==> src/rtl/arith_flag_pkg.sv <==
package arith_flag_pkg;

    typedef enum logic [1:0] {
        OP_ADD = 2'd0,
        OP_ADC = 2'd1,
        OP_SUB = 2'd2,
        OP_SBC = 2'd3
    } arith_op_e;

    typedef enum logic {
        ST_IDLE    = 1'b0,
        ST_PUBLISH = 1'b1
    } pub_state_e;

    localparam int CCR_W  = 8;
    localparam int FLAG_C = 0;
    localparam int FLAG_V = 1;
    localparam int FLAG_Z = 2;
    localparam int FLAG_N = 3;
    localparam int FLAG_I = 4;
    localparam int FLAG_H = 5;
    localparam int FLAG_X = 6;
    localparam int FLAG_S = 7;

    localparam logic [CCR_W-1:0] CCR_RESET = 8'hD0;

    function automatic logic op_is_sub(arith_op_e op);
        return (op == OP_SUB) || (op == OP_SBC);
    endfunction

    function automatic logic op_uses_carry(arith_op_e op);
        return (op == OP_ADC) || (op == OP_SBC);
    endfunction

endpackage

==> src/rtl/arith_lane.sv <==
module arith_lane #(
    parameter int W = 8
) (
    input  logic [W-1:0] a_i,
    input  logic [W-1:0] b_i,
    input  logic         sub_i,
    input  logic         cin_i,
    output logic [W-1:0] sum_o,
    output logic         cout_o,
    output logic         half_o,
    output logic         ovf_o
);
    localparam int EXT_W = W + 1;

    logic [EXT_W-1:0] ext;
    logic [4:0]       nib;

    always_comb begin
        if (sub_i) begin
            ext = {1'b0, a_i} - {1'b0, b_i} - EXT_W'(cin_i);
        end else begin
            ext = {1'b0, a_i} + {1'b0, b_i} + EXT_W'(cin_i);
        end
        nib    = {1'b0, a_i[3:0]} + {1'b0, b_i[3:0]} + 5'(cin_i);
        sum_o  = ext[W-1:0];
        cout_o = ext[W];
        half_o = nib[4];
        if (sub_i) begin
            ovf_o = (a_i[W-1] != b_i[W-1]) && (ext[W-1] != a_i[W-1]);
        end else begin
            ovf_o = (a_i[W-1] == b_i[W-1]) && (ext[W-1] != a_i[W-1]);
        end
    end
endmodule

==> src/rtl/flag_merge.sv <==
module flag_merge
    import arith_flag_pkg::*;
#(
    parameter int WIDE_W   = 16,
    parameter int NARROW_W = 8
) (
    input  logic [CCR_W-1:0]  old_ccr_i,
    input  arith_op_e         op_i,
    input  logic              wide_i,
    input  logic [WIDE_W-1:0] sum_i,
    input  logic              carry_i,
    input  logic              ovf_i,
    input  logic              half_i,
    output logic [CCR_W-1:0]  next_ccr_o
);
    logic [CCR_W-1:0] calc;
    logic [CCR_W-1:0] wmask;

    always_comb begin
        calc         = '0;
        calc[FLAG_C] = carry_i;
        calc[FLAG_V] = ovf_i;
        calc[FLAG_Z] = (sum_i == '0);
        calc[FLAG_N] = wide_i ? sum_i[WIDE_W-1] : sum_i[NARROW_W-1];
        calc[FLAG_H] = half_i;

        wmask         = '0;
        wmask[FLAG_C] = 1'b1;
        wmask[FLAG_V] = 1'b1;
        wmask[FLAG_Z] = 1'b1;
        wmask[FLAG_N] = 1'b1;
        wmask[FLAG_H] = !wide_i && !op_is_sub(op_i);

        next_ccr_o = (old_ccr_i & ~wmask) | (calc & wmask);
    end
endmodule

==> src/rtl/arith_flag_unit.sv <==
module arith_flag_unit
    import arith_flag_pkg::*;
#(
    parameter int WIDE_W   = 16,
    parameter int NARROW_W = 8
) (
    input  logic              clk_i,
    input  logic              rst_i,
    input  logic              strobe_i,
    input  logic [1:0]        op_i,
    input  logic              wide_i,
    input  logic [WIDE_W-1:0] lhs_i,
    input  logic [WIDE_W-1:0] rhs_i,
    output logic [WIDE_W-1:0] result_o,
    output logic              out_valid_o,
    output logic [CCR_W-1:0]  ccr_o
);
    localparam int LANES = 2;

    arith_op_e        op;
    pub_state_e       state_q, state_d;
    logic [CCR_W-1:0] ccr_q, ccr_d;
    logic [WIDE_W-1:0] res_q;
    logic              wide_q;

    logic [WIDE_W-1:0] lane_sum [LANES];
    logic              lane_c   [LANES];
    logic              lane_v   [LANES];
    logic              lane_h   [LANES];

    logic              cin;
    logic [WIDE_W-1:0] sel_sum;
    logic              sel_c, sel_v, sel_h;

    assign op  = arith_op_e'(op_i);
    assign cin = op_uses_carry(op) && ccr_q[FLAG_C];

    for (genvar g = 0; g < LANES; g++) begin : g_lane
        localparam int LW = (g == 0) ? NARROW_W : WIDE_W;
        logic [LW-1:0] s;
        arith_lane #(.W(LW)) u_lane (
            .a_i   (lhs_i[LW-1:0]),
            .b_i   (rhs_i[LW-1:0]),
            .sub_i (op_is_sub(op)),
            .cin_i (cin),
            .sum_o (s),
            .cout_o(lane_c[g]),
            .half_o(lane_h[g]),
            .ovf_o (lane_v[g])
        );
        assign lane_sum[g] = WIDE_W'(s);
    end

    always_comb begin
        sel_sum = wide_i ? lane_sum[1] : lane_sum[0];
        sel_c   = wide_i ? lane_c[1]   : lane_c[0];
        sel_v   = wide_i ? lane_v[1]   : lane_v[0];
        sel_h   = lane_h[0];
    end

    flag_merge #(.WIDE_W(WIDE_W), .NARROW_W(NARROW_W)) u_merge (
        .old_ccr_i (ccr_q),
        .op_i      (op),
        .wide_i    (wide_i),
        .sum_i     (sel_sum),
        .carry_i   (sel_c),
        .ovf_i     (sel_v),
        .half_i    (sel_h),
        .next_ccr_o(ccr_d)
    );

    // Output machine: accept / chain into ST_PUBLISH, drain to ST_IDLE.
    always_comb begin
        state_d = state_q;
        unique case (state_q)
            ST_IDLE:    state_d = strobe_i ? ST_PUBLISH : ST_IDLE;
            ST_PUBLISH: state_d = strobe_i ? ST_PUBLISH : ST_IDLE;
            default:    state_d = ST_IDLE;
        endcase
    end

    always_ff @(posedge clk_i) begin
        if (rst_i) begin
            state_q <= ST_IDLE;
        end else begin
            state_q <= state_d;
        end
    end

    always_ff @(posedge clk_i) begin
        if (rst_i) begin
            ccr_q  <= CCR_RESET;
            res_q  <= '0;
            wide_q <= 1'b0;
        end else if (strobe_i) begin
            ccr_q  <= ccr_d;
            res_q  <= sel_sum;
            wide_q <= wide_i;
        end
    end

    assign result_o    = res_q;
    assign out_valid_o = (state_q == ST_PUBLISH);
    assign ccr_o       = ccr_q;

    // a strobe yields a published result on the next edge
    a_r2_publish: assert property (@(posedge clk_i) disable iff (rst_i)
        strobe_i |=> out_valid_o);

    // idle cycles keep state and drop valid
    a_r9_idle_hold: assert property (@(posedge clk_i) disable iff (rst_i)
        !strobe_i |=> (!out_valid_o && $stable(ccr_o) && $stable(result_o)));

    // H survives subtraction and 16-bit work
    a_r6_half_kept: assert property (@(posedge clk_i) disable iff (rst_i)
        (strobe_i && (wide_i || op_is_sub(op))) |=> $stable(ccr_o[FLAG_H]));

    // control bits are never written
    a_r8_ctrl_fixed: assert property (@(posedge clk_i) disable iff (rst_i)
        strobe_i |=> ($stable(ccr_o[FLAG_S]) && $stable(ccr_o[FLAG_X]) && $stable(ccr_o[FLAG_I])));

    // plain 16-bit subtract borrows exactly when minuend is smaller
    a_r3_borrow16: assert property (@(posedge clk_i) disable iff (rst_i)
        (strobe_i && wide_i && op == OP_SUB) |=> (ccr_o[FLAG_C] == ($past(lhs_i) < $past(rhs_i))));

    // N follows the top bit, Z follows an all-zero result
    a_r5_sign_zero: assert property (@(posedge clk_i) disable iff (rst_i)
        out_valid_o |-> ((ccr_o[FLAG_N] == (wide_q ? result_o[WIDE_W-1] : result_o[NARROW_W-1]))
                         && (ccr_o[FLAG_Z] == (result_o == '0))));

    // narrow results never carry into the upper byte
    a_r2_narrow_clear: assert property (@(posedge clk_i) disable iff (rst_i)
        (out_valid_o && !wide_q) |-> (result_o[WIDE_W-1:NARROW_W] == '0));
endmodule

==> config.mk <==
export PLATFORM = sky130hd
export DESIGN_NAME = arith_flag_unit
export DESIGN_NICKNAME = d
export VERILOG_FILES = /design/src/rtl/arith_flag_pkg.sv /design/src/rtl/arith_lane.sv /design/src/rtl/flag_merge.sv /design/src/rtl/arith_flag_unit.sv
export SDC_FILE = /design/constraint.sdc
export NUM_CORES = 1
export LEC_CHECK = 0
export BUFFER_PORTS_ARGS = -buffer_cell sky130_fd_sc_hd__buf_4
export CORE_UTILIZATION = 45
export DETAILED_ROUTE_END_ITERATION = 8
export GPL_TIMING_DRIVEN = 0
export PLACE_DENSITY = 0.76
export SYNTH_ARGS = -nofsm -noshare
export SYNTH_HDL_FRONTEND = slang
export SYNTH_HIERARCHICAL = 1
export SYNTH_SLANG_ARGS = --single-unit
==> constraint.sdc <==
create_clock -name clk_i -period 4.8 [get_ports clk_i]
set_clock_uncertainty 0.15 [all_clocks]
set_input_delay 0.72 -clock clk_i [delete_from_list [all_inputs] [get_ports clk_i]]
set_output_delay 0.72 -clock clk_i [all_outputs]
set_load 0.01 [all_outputs]
# Word level (Yosys, flattened, before mapping)
# Cells that the tools add are included.
dict set report word_totals {
  regBits 25
  out_inout_bits 25
}
dict set report classes {
  addsub 10
  n_eq_ne 9
  n_mux 9
  n_bitwise 4
  n_reduce_logical 11
}
# op count
set ops {}
lappend ops {{$add A16 B16 Y17} 1}
lappend ops {{$add A17 B1 Y17} 1}
lappend ops {{$mux W17} 1}
lappend ops {{$sub A16 B16 Y17} 1}
lappend ops {{$sub A17 B1 Y17} 1}
lappend ops {{$logic_not A16 Y1} 1}
lappend ops {{$mux W16} 1}
lappend ops {{$add A8 B8 Y9} 1}
lappend ops {{$add A9 B1 Y9} 1}
lappend ops {{$mux W9} 1}
lappend ops {{$sub A8 B8 Y9} 1}
lappend ops {{$sub A9 B1 Y9} 1}
lappend ops {{$and A8 B8 Y8} 1}
lappend ops {{$not A6 Y8} 1}
lappend ops {{$or A8 B8 Y8} 1}
lappend ops {{$and A6 B6 Y6} 1}
lappend ops {{$logic_and A1 B1 Y1} 6}
lappend ops {{$mux W1} 6}
lappend ops {{$add A4 B4 Y5} 1}
lappend ops {{$add A5 B1 Y5} 1}
lappend ops {{$eq A2 B2 Y1 const B} 2}
lappend ops {{$ne A1 B1 Y1} 4}
lappend ops {{$eq A1 B1 Y1} 2}
lappend ops {{$eq A2 B1 Y1 const B} 1}
lappend ops {{2 further kinds} 4}

# Longest topological paths before layout
# Gate-level depths: netlist of run 1.
dict set report logic_depth {
  ltp_word 11
  ltp_mapped 17
  mapped_depth_nobuf 16
}

# By module
# Netlist of run 1, hierarchy kept.
# module instances cells_each area_per_inst_um2
set by_module_without_submodules {}
lappend by_module_without_submodules {{arith_lane at g_lane[1].u_lane} 1 293 2065.7}
lappend by_module_without_submodules {arith_flag_unit 1 112 1132.3}
lappend by_module_without_submodules {{arith_lane at g_lane[0].u_lane} 1 124 1003.5}
lappend by_module_without_submodules {flag_merge 1 13 97.6}

# Least setup slack after synthesis of run 1
# Ideal clock, no wire load.
dict set report synth_path {
  path_type {input -> register}
  from {input op_i[0]}
  to {register ccr_q[2] (netlist: ccr_o[2])}
  arrival_ps 3542
  setup_slack_ps 1044
  stages 15
  path_cell_list {and2_1 fa_1 inv_1 fa_1 nand2b_1 a2111oi_0 o31a_1 o21ba_2 xnor2_1 a32o_1 and2_1 nor4_1 and4_1 mux2i_1 nor2_1}
}
dict set report synth_via {
  elab_chain_len 9
  elab_cells_between_ends 16
  classes_between {4 x add/sub; 3 x eq/ne; 3 x mux; 2 x bitwise; 4 x reduce/logical}
}
# element line_no
set synth_lines {}
lappend synth_lines {{start, declared} arith_flag_unit.sv:10} ;# input logic [1:0] op_i,
lappend synth_lines {{$eq A2 B1 Y1 / $eq A2 B2 Y1 (equally long branches)} {arith_flag_pkg.sv:32, arith_flag_pkg.sv:28}}
lappend synth_lines {{$logic_or A1 B1 Y1} arith_flag_pkg.sv:32} ;# return (op == OP_ADC) || (op == OP_SBC);
lappend synth_lines {{$logic_and A1 B1 Y1} arith_flag_unit.sv:36} ;# assign cin = op_uses_carry(op) && ccr_q[FLAG_C];
lappend synth_lines {{$add A17 B1 Y17 / $sub A17 B1 Y17 (equally long branches)} {arith_lane.sv:22, arith_lane.sv:20}}
lappend synth_lines {{$mux W17 *} arith_lane.sv:19} ;# if (sub_i) begin
lappend synth_lines {{net g_lane[1].s[12]} arith_flag_unit.sv:40} ;# logic [LW-1:0] s;
lappend synth_lines {{$mux W16 *} arith_flag_unit.sv:55} ;# sel_sum = wide_i ? lane_sum[1] : lane_sum[0];
lappend synth_lines {{net sel_sum[12]} arith_flag_unit.sv:32} ;# logic [WIDE_W-1:0] sel_sum;
lappend synth_lines {{$logic_not A16 Y1 *} flag_merge.sv:23} ;# calc[FLAG_Z] = (sum_i == '0);
lappend synth_lines {{$and A6 B6 Y6 *} flag_merge.sv:34} ;# next_ccr_o = (old_ccr_i & ~wmask) | (calc & wmask);
lappend synth_lines {{$or A8 B8 Y8 *} flag_merge.sv:34}
lappend synth_lines {{net ccr_d[2]} arith_flag_unit.sv:22} ;# logic [CCR_W-1:0] ccr_q, ccr_d;
lappend synth_lines {{end signal, assigned} arith_flag_unit.sv:96} ;# ccr_q <= ccr_d;
lappend synth_lines {{end, declared} arith_flag_unit.sv:22}
# Mark *: on every way through the listed nets, which the timed path passes. The rest lies on a longest branch.
# A chain may end at the register's enable or synchronous reset.

# Worst setup path after layout of run 1
dict set report layout_path {
  from {input op_i[0]}
  to {register ccr_q[2] (netlist: ccr_o[2])}
}
dict set report layout_via {
  elab_chain_len 9
  elab_cells_between_ends 16
  classes_between {4 x add/sub; 3 x eq/ne; 3 x mux; 2 x bitwise; 4 x reduce/logical}
}
# element line_no
set layout_lines {}
lappend layout_lines {{$eq A2 B1 Y1 / $eq A2 B2 Y1 (equally long branches)} arith_flag_pkg.sv:32}
lappend layout_lines {{$logic_or A1 B1 Y1 *} arith_flag_pkg.sv:32}
lappend layout_lines {{$logic_and A1 B1 Y1 *} arith_flag_unit.sv:36}
lappend layout_lines {{net cin} arith_flag_unit.sv:31} ;# logic cin;
lappend layout_lines {{$add A17 B1 Y17 / $sub A17 B1 Y17 (equally long branches)} {arith_lane.sv:22, arith_lane.sv:20}}
lappend layout_lines {{$mux W17 *} arith_lane.sv:19}
lappend layout_lines {{net g_lane[1].s[12]} arith_flag_unit.sv:40}
lappend layout_lines {{$mux W16 *} arith_flag_unit.sv:55}
lappend layout_lines {{net sel_sum[12]} arith_flag_unit.sv:32}
lappend layout_lines {{$logic_not A16 Y1 *} flag_merge.sv:23}
lappend layout_lines {{$and A6 B6 Y6 *} flag_merge.sv:34}
lappend layout_lines {{$or A8 B8 Y8 *} flag_merge.sv:34}
lappend layout_lines {{net ccr_d[2]} arith_flag_unit.sv:22}
# Marked as above.

==> metrics.md, run 1 <==
| Metric | Value |
|---|---|
| Run status | completed |
| Io pins | 63 |
| Drt wl/cell | 14.1 um |
| Fin. max-slew vios | 0 |
| Slew headroom | 46.3% |
| Post-Syn Area | 0.00430 sq mm |
| Top-count cell post-synth | inv_1 |
| Critical path class | primary input to register |
| Overall Global Routing Usage | 20.9% |
| Hold-fix buffers, CTS | 0 |
| Die height | 99.7 um |
| Syn_area_per_cell | 7.93 sq um |
| Initial antenna violation count | 0 |
| Setup bufs post-CTS | 0 |
| Dominant synthesized flop cell | dfxtp_1 |
| Global-route wire length before repair | 17.2 mm |
| Clock Root Buffer | clkbuf_8 |
| Input/output buffers | 61 |
| P&R area growth vs syn | 15.5% |
| Worst-path fanout max | 4 |
| Dpl ws | 0.490 ns |
| Die W | 99.7 um |
| Hold Path Class | register to register |
| Congestion Overflow GR | 0 |
| Ys Warns | 6 |
| Mapped Nets | 654 |
| Max IR drop VDD | 0.0000945 V |
| Worst-path clk slew | 0.09 ns |
| Starting Density | 46.5% |
| Arrival time worst endpoint | 4.16 ns |
| TritonCTS clock tree | yes |
| Startpoint types | primary input |
| PnR worst setup slack | 0.696 ns |
| Tightest Pin Transition | 0.785 ns |
| Post-synth cell types | 75 |
| Fmax | 244 MHz |
| Vias | 4002 |
| Initial DRC Count | 211 |
| Share of cells above drive strength 1 | 19.1% |
| TNS Setup | 0 ns |
| Largest net degree at the start of global routing | 15 |
| GPL Wtd Cong | 0.920 |
| Core box area | 0.00924 sq mm |
| Most frequent cells after synthesis | inv_1, ha_1, a21oi_1, nor2_1, nand2_1 |
| Post-CTS Resized | 0 |
| Bufs on Longest Clock Path | 2 |
| Final Hold Fails | 0 |
| Seq/Total Area, Yosys | 11.6% |
| PD cells | 208 mW/mm^2 |
| H-tree Lvls | 1 |
| First-pass iteration count of the detailed router | 4 |
| Rows | 35 |
| Vias per inst | 5.44 |
| Post-synth EDFFs | 0 |
| RSZ-0062 raised after global routing | false |
| WL final | 10.4 mm |
| Final Critical Period | 4.10 ns |
| Worst skew pair latency | 0.26 ns |
| # nets final | 720 |
| DRC | 0 |
| Setup violations, final | 0 |
| P_leak | 2.33 nW |
| Required @ worst endpoint | 4.86 ns |
| Synthesized netlist cell count | 542 |
| Synth Register Bits | 25 |
| Max Cap Violations | 0 |
| Clock sink count | 25 |
| Synth top area share | 19.2% |
| Final ANT Viol Nets | 0 |
| Die ar. | 0.00995 sq mm |
| Area contributors post-synth | ha_1, dfxtp_1, inv_1 |
| Crit. End Element | register |
| N_diodes | 0 |
| Final HPWL DP | 8.72 mm |
| Yosys top cell by area | ha_1 |
| Fraction of registers with async set/reset | 0% |
| Post-route clock period utilization | 85.5% |
| CTS buffer count | 3 |
| Vias in the first global route | 3743 |
==> per-stage QoR <==
step,std cells,util (%),hold WS (ns),cell area (sq um),total power [mW]
after floorplan,542,-,0.343,4300,0.725
after global placement,732,53.2,0.317,4920,0.887
after detailed placement,732,53.2,0.316,4920,0.904
after CTS,736,53.7,0.331,4960,1.03
after global routing,736,53.7,0.354,4960,1.11
final,736,53.7,0.333,4960,1.03
==> cells in the final DEF (no fill, tap or decap), drive strengths merged, types with 11 or more instances in the layout <==
cell type,n
nand3,16
ha,66
o21ai,27
xnor2,26
buf,77
mux2,12
nand2,30
mux2i,11
xor2,12
nor2,35
o21a,11
a21oi,38
inv,74
dfxtp,25
==> layout make-up <==
class / count / area (sq um)
fill: 892 / 4280
multi-input combinational: 418 / 3340
sequential: 25 / 500
timing repair buffer: 61 / 458
inverter: 76 / 285
buffer: 23 / 174
tap: 129 / 161
clock buffer: 3 / 41.3
clock inverter: 1 / 5.00
==> routing by layer <==
layer | vias to the layer above | track usage, % | wire length (um)
met5 | - | 0 | 0
met4 | 0 | 3.73 | 78
met3 | 9 | 1.12 | 499
met2 | 120 | 37.3 | 4960
met1 | 1867 | 28.1 | 4850
li1 | 2006 | - | -
==> path summary, 6_finish.rpt <==
| check | from | end | slack, ns | cells past startpoint |
|---|---|---|---|---|
| min reg2reg | result_o[8]$_SDFFE_PP0P_ | result_o[8]$_SDFFE_PP0P_ | 0.33 | 2 |
| min | result_o[8]$_SDFFE_PP0P_ | result_o[8]$_SDFFE_PP0P_ | 0.33 | 2 |
| max | op_i[0] | ccr_o[2]$_SDFFE_PP0P_ | 0.70 | 16 |
| max reg2reg | ccr_o[0]$_SDFFE_PP0P_ | ccr_o[2]$_SDFFE_PP0P_ | 0.80 | 15 |
==> kinds of logic (layout without fill, tap and decap cells) <==
kind of cell,Yosys count,count (layout),synth area share [%]
compound gates,144,144,24.4
simple gates,138,138,16.3
buf+inv,99,164,10.7
fa+ha+maj,74,74,22.9
xor+xnor,39,39,8.27
flops,25,25,11.6
mux,23,23,5.79
==> critical path: stages <==
cell and delay [ns]:
buf_4 0.07, and2_1 0.24, fa_1 0.20, inv_1 0.06
fa_1 0.39, nand2b_1 0.18, a2111oi_0 0.65, o31a_1 0.33
o21ba_2 0.19, xnor2_1 0.07, a32o_1 0.24, and2_1 0.17
nor4_1 0.27, and4_1 0.22, mux2i_1 0.07, nor2_1 0.08
==> power by group <==
| group | internal [mW] | total, mW | switching (mW) |
|---|---|---|---|
| combinational | 0.306 | 0.675 | 0.369 |
| sequential | 0.225 | 0.235 | 0.0106 |
| clock | 0.0581 | 0.123 | 0.0648 |
| total | 0.589 | 1.03 | 0.444 |
==> state kept, by name, indices dropped and copies added (netlist names) <==
signal and cells:
result_o 16, ccr_o 8, out_valid_o 1
(Power assumes the default switching activity.)
==> run 2, diff against run 1 <==
--- a/config.mk
+++ b/config.mk
@@ -6,10 +6,10 @@
 export NUM_CORES = 1
 export LEC_CHECK = 0
 export BUFFER_PORTS_ARGS = -buffer_cell sky130_fd_sc_hd__buf_4
-export CORE_UTILIZATION = 45
+export CORE_UTILIZATION = 64
 export DETAILED_ROUTE_END_ITERATION = 8
 export GPL_TIMING_DRIVEN = 0
-export PLACE_DENSITY = 0.76
+export PLACE_DENSITY = 0.95
 export SYNTH_ARGS = -nofsm -noshare
 export SYNTH_HDL_FRONTEND = slang
 export SYNTH_HIERARCHICAL = 1
==> constraint.sdc (replaced) <==
create_clock -name clk_i -period 5.3 [get_ports clk_i]
set_clock_uncertainty 0.15 [all_clocks]
set_input_delay 0.795 -clock clk_i [delete_from_list [all_inputs] [get_ports clk_i]]
set_output_delay 0.795 -clock clk_i [all_outputs]
set_load 0.01 [all_outputs]
==> run 2 against run 1 <==
  * The run now ends with design-rule violations left
  * Sequential cell count unchanged
  * Via count increased by 3.8%
  * Sequential share of layout area increased by 0.13 points
  * Non-clock buffer count unchanged
  * First-iteration DRC count increased by 12%
  * Sequential power decreased by 8.9%
  * Register-to-register slack improved by 0.35 ns
  * Critical path type unchanged
==> metrics.md, run 2 (synthesis gave the netlist of run 1 again) <==
| Metric | Value |
|---|---|
| Run status | finished, violations left |
| Failing checks | design-rule violations |
| Worst-path clk slew | 0.10 ns |
| Clock sink count | 25 |
| Final Hold Fails | 0 |
| Fin. max-slew vios | 0 |
| Comb pwr share | 65.2% |
| Largest net degree at the start of global routing | 16 |
| Vias per inst | 6.07 |
| Drt wl/cell | 15.6 um |
| Arrival time worst endpoint | 4.38 ns |
| GPL Wtd Cong | 0.963 |
| N_diodes | 0 |
| Hold EP | result_o[9]$_SDFFE_PP0P_ |
| Setup slack, reg-to-reg | 1.15 ns |
| # fillers | 483 |
| Tightest Pin Transition | 0.758 ns |
| Post-route clock period utilization | 81.4% |
| Crit. End Element | register |
| Max IR drop VDD | 0.000107 V |
| Input/output buffers | 61 |
| Largest delay share family, worst path | compound AO/OA/AOI/OAI gates |
| H-tree Lvls | 1 |
| Worst setup path startpoint | op_i[0] |
| WL final | 10.7 mm |
| Worst path max stage delay | 0.72 ns |
| P_int | 0.535 mW |
| Hold-fix buffers, CTS | 0 |
| Reg2Reg Launch Point | ccr_o[0]$_SDFFE_PP0P_ |
| Worst-path fanout max | 4 |
| Global-route wire length before repair | 17.7 mm |
| Max Cap Violations | 0 |
| Worst Path Buf+Inv | 2 |
| Final ANT Viol Nets | 0 |
| PD cells | 194 mW/mm^2 |
| Vias in the first global route | 3964 |
| Slew headroom | 48.2% |
| Required @ worst endpoint | 5.37 ns |
| Final Critical Period | 4.31 ns |
| CP max stage cell | a2111oi_0 |
| Final HPWL DP | 8.75 mm |
| P_leak | 2.33 nW |
| RR Endpoint | ccr_o[2]$_SDFFE_PP0P_ |
| Sequential share of power | 22.5% |
| Initial DRC Count | 236 |
| Io pins | 63 |
| Overall Global Routing Usage | 30.2% |
| NetSw | 0.416 mW |
| Cells along the critical path | buf_4 > and2_1 > fa_1 > inv_1 > fa_1 > nand2b_1 > a2111oi_0 > o31a_1 > o21ai_0 > xor2_1 > nand2_1 > o21ai_0 > and2_1 > nor4_1 > and4_1 > mux2i_1 > nor2_1 |
| Post-CTS Resized | 0 |
| Largest register FFs | 16 |
| R2R depth | 16 |
| Bufs on Longest Clock Path | 2 |
| Die W | 84.0 um |
| Congestion Overflow GR | 0 |
| Fmax | 232 MHz |
| Sw frac | 43.8% |
| P&R area growth vs syn | 14.0% |
| WHS Path Cells | 2 |
| Commonest non-fill, non-tap cell in the layout | inv_1 |
| Setup bufs post-CTS | 0 |
| RSZ-0062 raised after global routing | false |
| Share of cells above drive strength 1 | 19.1% |
| Critical path class | primary input to register |
| Worst skew pair latency | 0.27 ns |
| Most frequent cells in the layout | inv_1, buf_4, ha_1 |
| First-pass iteration count of the detailed router | 7 |
| Rows | 29 |
| DRC | 12 |
| Hold Path Origin | result_o[9]$_SDFFE_PP0P_ |
| Clock power frac | 12.4% |
| Vias | 4153 |
| Startpoint types | primary input |
| Clock Root Buffer | clkbuf_8 |
| Total power | 0.952 mW |
| TritonCTS clock tree | yes |
| # nets final | 720 |
| Starting Density | 66.9% |
| TNS Setup | 0 ns |
| Setup violations, final | 0 |
| CTS buffer count | 3 |
| Hold Path Class | register to register |
| Core box area | 0.00642 sq mm |
| Die ar. | 0.00705 sq mm |
| Initial antenna violation count | 0 |
| CP Depth | 17 |
| Die height | 84.0 um |
run 2: cell types whose count changed in the layout (fill, tap and decap cells not counted):
| cell | before | now |
|---|---|---|
| clkinvlp_4 | 0 | 1 |
| clkinv_2 | 1 | 0 |
run 2: worst max path at each step:
stage / slack [ns] / endpoint
global route: 0.74 / ccr_o[2]$_SDFFE_PP0P_
global placement: 0.98 / ccr_o[2]$_SDFFE_PP0P_
CTS: 1.05 / ccr_o[2]$_SDFFE_PP0P_
floorplan: 1.47 / ccr_o[2]$_SDFFE_PP0P_
finish: 0.99 / ccr_o[2]$_SDFFE_PP0P_
detailed placement: 0.79 / ccr_o[2]$_SDFFE_PP0P_
run 2: cell type report:
type | instances | area [sq um] | area share, %
timing repair buffer | 61 | 458 | 9.34
clock inverter | 1 | 7.51 | 0.153
sequential | 25 | 500 | 10.2
multi-input combinational | 418 | 3340 | 68.1
buffer | 23 | 174 | 3.55
tap | 77 | 96.3 | 1.97
inverter | 76 | 285 | 5.82
clock buffer | 3 | 41.3 | 0.842
run 2: worst min-delay path, cell delays in order, from the launching register on:
cell and delay, ns:
dfxtp_1 0.32, nand2b_1 0.06, a21oi_1 0.06
run 2: metrics by stage:
stage,hold slack [ns],area (sq um),worst slack (ns),utilization [%],std cells
after floorplan,0.343,4300,1.47,-,542
after global placement,0.311,4850,0.984,75.6,680
after detailed placement,0.316,4850,0.793,75.6,680
after CTS,0.332,4900,1.05,76.3,684
after global routing,0.370,4900,0.742,76.3,684
final,0.334,4900,0.988,76.3,684
run 2: per-layer routing:
layer | vias up | GRT usage (%) | wire (um)
met4 | 0 | 9.72 | 263
li1 | 2004 | - | -
met2 | 172 | 53.7 | 5200
met5 | - | 0 | 0
met1 | 1950 | 39.4 | 4670
met3 | 27 | 1.09 | 553
run 2: power by group through the flow:
stage | sequential, mW | combinational, mW | clock (mW)
2_1_floorplan | 0.223 | 0.433 | 0
3_3_place_gp | 0.216 | 0.580 | 0
3_5_place_dp | 0.218 | 0.602 | 0
4_1_cts | 0.213 | 0.608 | 0.116
5_1_grt | 0.215 | 0.675 | 0.123
6_report | 0.214 | 0.620 | 0.118
==> run 3, diff against run 2 <==
--- a/config.mk
+++ b/config.mk
@@ -6,10 +6,10 @@
 export NUM_CORES = 1
 export LEC_CHECK = 0
 export BUFFER_PORTS_ARGS = -buffer_cell sky130_fd_sc_hd__buf_4
-export CORE_UTILIZATION = 64
+export CORE_UTILIZATION = 54
 export DETAILED_ROUTE_END_ITERATION = 8
 export GPL_TIMING_DRIVEN = 0
-export PLACE_DENSITY = 0.95
+export PLACE_DENSITY = 0.9
 export SYNTH_ARGS = -nofsm -noshare
 export SYNTH_HDL_FRONTEND = slang
 export SYNTH_HIERARCHICAL = 1
==> constraint.sdc (replaced) <==
create_clock -name clk_i -period 3.9 [get_ports clk_i]
set_clock_uncertainty 0.15 [all_clocks]
set_input_delay 0.585 -clock clk_i [delete_from_list [all_inputs] [get_ports clk_i]]
set_output_delay 0.585 -clock clk_i [all_outputs]
set_load 0.01 [all_outputs]
==> run 3 against run 2 <==
  * The flow now finishes without violations
  * Total power grew 35%
  * Register-to-register slack worse by 0.91 ns
  * Final area rose by 1.4%
  * Die area rose by 18%
  * Worst hold slack lost 0.0018 ns
  * Non-clock buffer count is the same
  * Setup slack worse by 0.81 ns
  * Global-route usage down 5.0 points
  * Critical path type unchanged
==> metrics.md, run 3 (synthesis gave the netlist of run 1 again) <==
| Metric | Value |
|---|---|
| WL final | 10.3 mm |
| Drt wl/cell | 14.5 um |
| Max IR drop VDD | 0.000132 V |
| Startpoint types | primary input |
| GPL Wtd Cong | 0.891 |
| Worst-path clk slew | 0.09 ns |
| Slew headroom | 46.8% |
| Largest register FFs | 16 |
| Final Hold Fails | 0 |
| Dpl ws | -0.356 ns |
| CTS buffer count | 3 |
| Io pins | 63 |
| Die ar. | 0.00832 sq mm |
| Final ANT Viol Nets | 0 |
| Input/output buffers | 61 |
| Hold-fix buffers, CTS | 0 |
| P_leak | 2.34 nW |
| Crit. End Element | register |
| Post-route clock period utilization | 95.5% |
| Worst-path fanout max | 4 |
| Congestion Overflow GR | 0 |
| N_diodes | 0 |
| PnR worst setup slack | 0.175 ns |
| DRC | 0 |
| Vias | 4023 |
| Inst Count DP | 705 |
| Hold Path Class | register to register |
| TritonCTS clock tree | yes |
| Tightest Pin Transition | 0.778 ns |
| Final Cell Area | 0.00497 sq mm |
| Clock sink count | 25 |
| P&R area growth vs syn | 15.7% |
| Bufs on Longest Clock Path | 2 |
| Share of cells above drive strength 1 | 20.4% |
| Largest net degree at the start of global routing | 15 |
| Final std cells w/o fill | 709 |
| Final HPWL DP | 8.58 mm |
| Vias in the first global route | 3811 |
| RSZ-0062 raised after global routing | false |
| H-tree Lvls | 1 |
| Most frequent cells in the layout | inv_1, buf_4, ha_1 |
| Required @ worst endpoint | 3.91 ns |
| Initial DRC Count | 237 |
| Rows | 32 |
| Post-placement cell area | 0.00488 sq mm |
| Setup violations, final | 0 |
| First-pass iteration count of the detailed router | 4 |
| PD cells | 259 mW/mm^2 |
| Run status | completed |
| # nets final | 720 |
| Die W | 91.2 um |
| Clock Root Buffer | clkbuf_8 |
| Critical path class | primary input to register |
| Core box area | 0.00773 sq mm |
| Fmax | 268 MHz |
| Worst skew pair latency | 0.27 ns |
| Final Critical Period | 3.72 ns |
| Starting Density | 55.6% |
| Vias per inst | 5.67 |
| Commonest non-fill, non-tap cell in the layout | inv_1 |
| Global-route wire length before repair | 17.5 mm |
| Die height | 91.2 um |
| Fin. max-slew vios | 0 |
| Post-layout util | 64.3% |
| Arrival time worst endpoint | 3.74 ns |
| Max Cap Violations | 0 |
| Overall Global Routing Usage | 25.3% |
| Initial antenna violation count | 0 |
| Total power | 1.29 mW |
-- run 3: critical path, cell delays in order --
cell and delay (ns):
buf_4 0.11, and2_4 0.17, fa_1 0.40, fa_1 0.41, nand2_1 0.12, a21oi_1 0.10, o2bb2ai_1 0.16, xor2_1 0.15
a2111oi_0 0.74, mux2_2 0.32, nor4_1 0.06, and4_1 0.20, mux2i_1 0.15, nor2_1 0.06
-- run 3: final cells by class --
class                   instances  area [sq um]
well taps                     102           128
repair buffers                 62           465
plain buffers                  22           170
fillers                       647          2760
multi-input cells             418          3380
inverters                      76           285
flip-flops and latches         25           500
clock inverters                 1          5.00
clock buffers                   3          41.3
-- run 3: power by group --
part | internal, mW | total, mW | switching (mW)
registers | 0.277 | 0.289 | 0.0129
logic | 0.385 | 0.846 | 0.461
clock network | 0.0716 | 0.154 | 0.0822
total | 0.733 | 1.29 | 0.556
-- run 3: path summary, 6_finish.rpt --
path | startpoint | endpoint | slack, ns | depth (start not counted)
worst min register to register | result_o[13]$_SDFFE_PP0P_ | result_o[13]$_SDFFE_PP0P_ | 0.33 | 2
worst min-delay path | result_o[13]$_SDFFE_PP0P_ | result_o[13]$_SDFFE_PP0P_ | 0.33 | 2
worst max register to register | ccr_o[0]$_SDFFE_PP0P_ | ccr_o[2]$_SDFFE_PP0P_ | 0.24 | 13
worst max-delay path | op_i[0] | ccr_o[2]$_SDFFE_PP0P_ | 0.18 | 14
-- run 3: timing repair --
item / CTS / global route
setup endpoints to repair: 1 / 2
gates resized for setup: 2 / 8
buffers inserted: 0 / 1
pin swaps: 0 / 2
-- run 3: through the flow --
stage / setup TNS (ns) / hold WS, ns
2_1_floorplan: 0 / 0.343
3_3_place_gp: -0.380 / 0.313
3_5_place_dp: -0.544 / 0.316
4_1_cts: 0 / 0.333
5_1_grt: 0 / 0.355
6_report: 0 / 0.333
-- run 3: layer usage --
layer | up-vias | track usage (%) | part of all wire (%)
li1 | 2003 | - | -
met1 | 1898 | 33.0 | 45
met5 | - | 0 | 0
met4 | 0 | 8.07 | 1.7
met2 | 109 | 44.1 | 48
met3 | 13 | 1.84 | 5.2
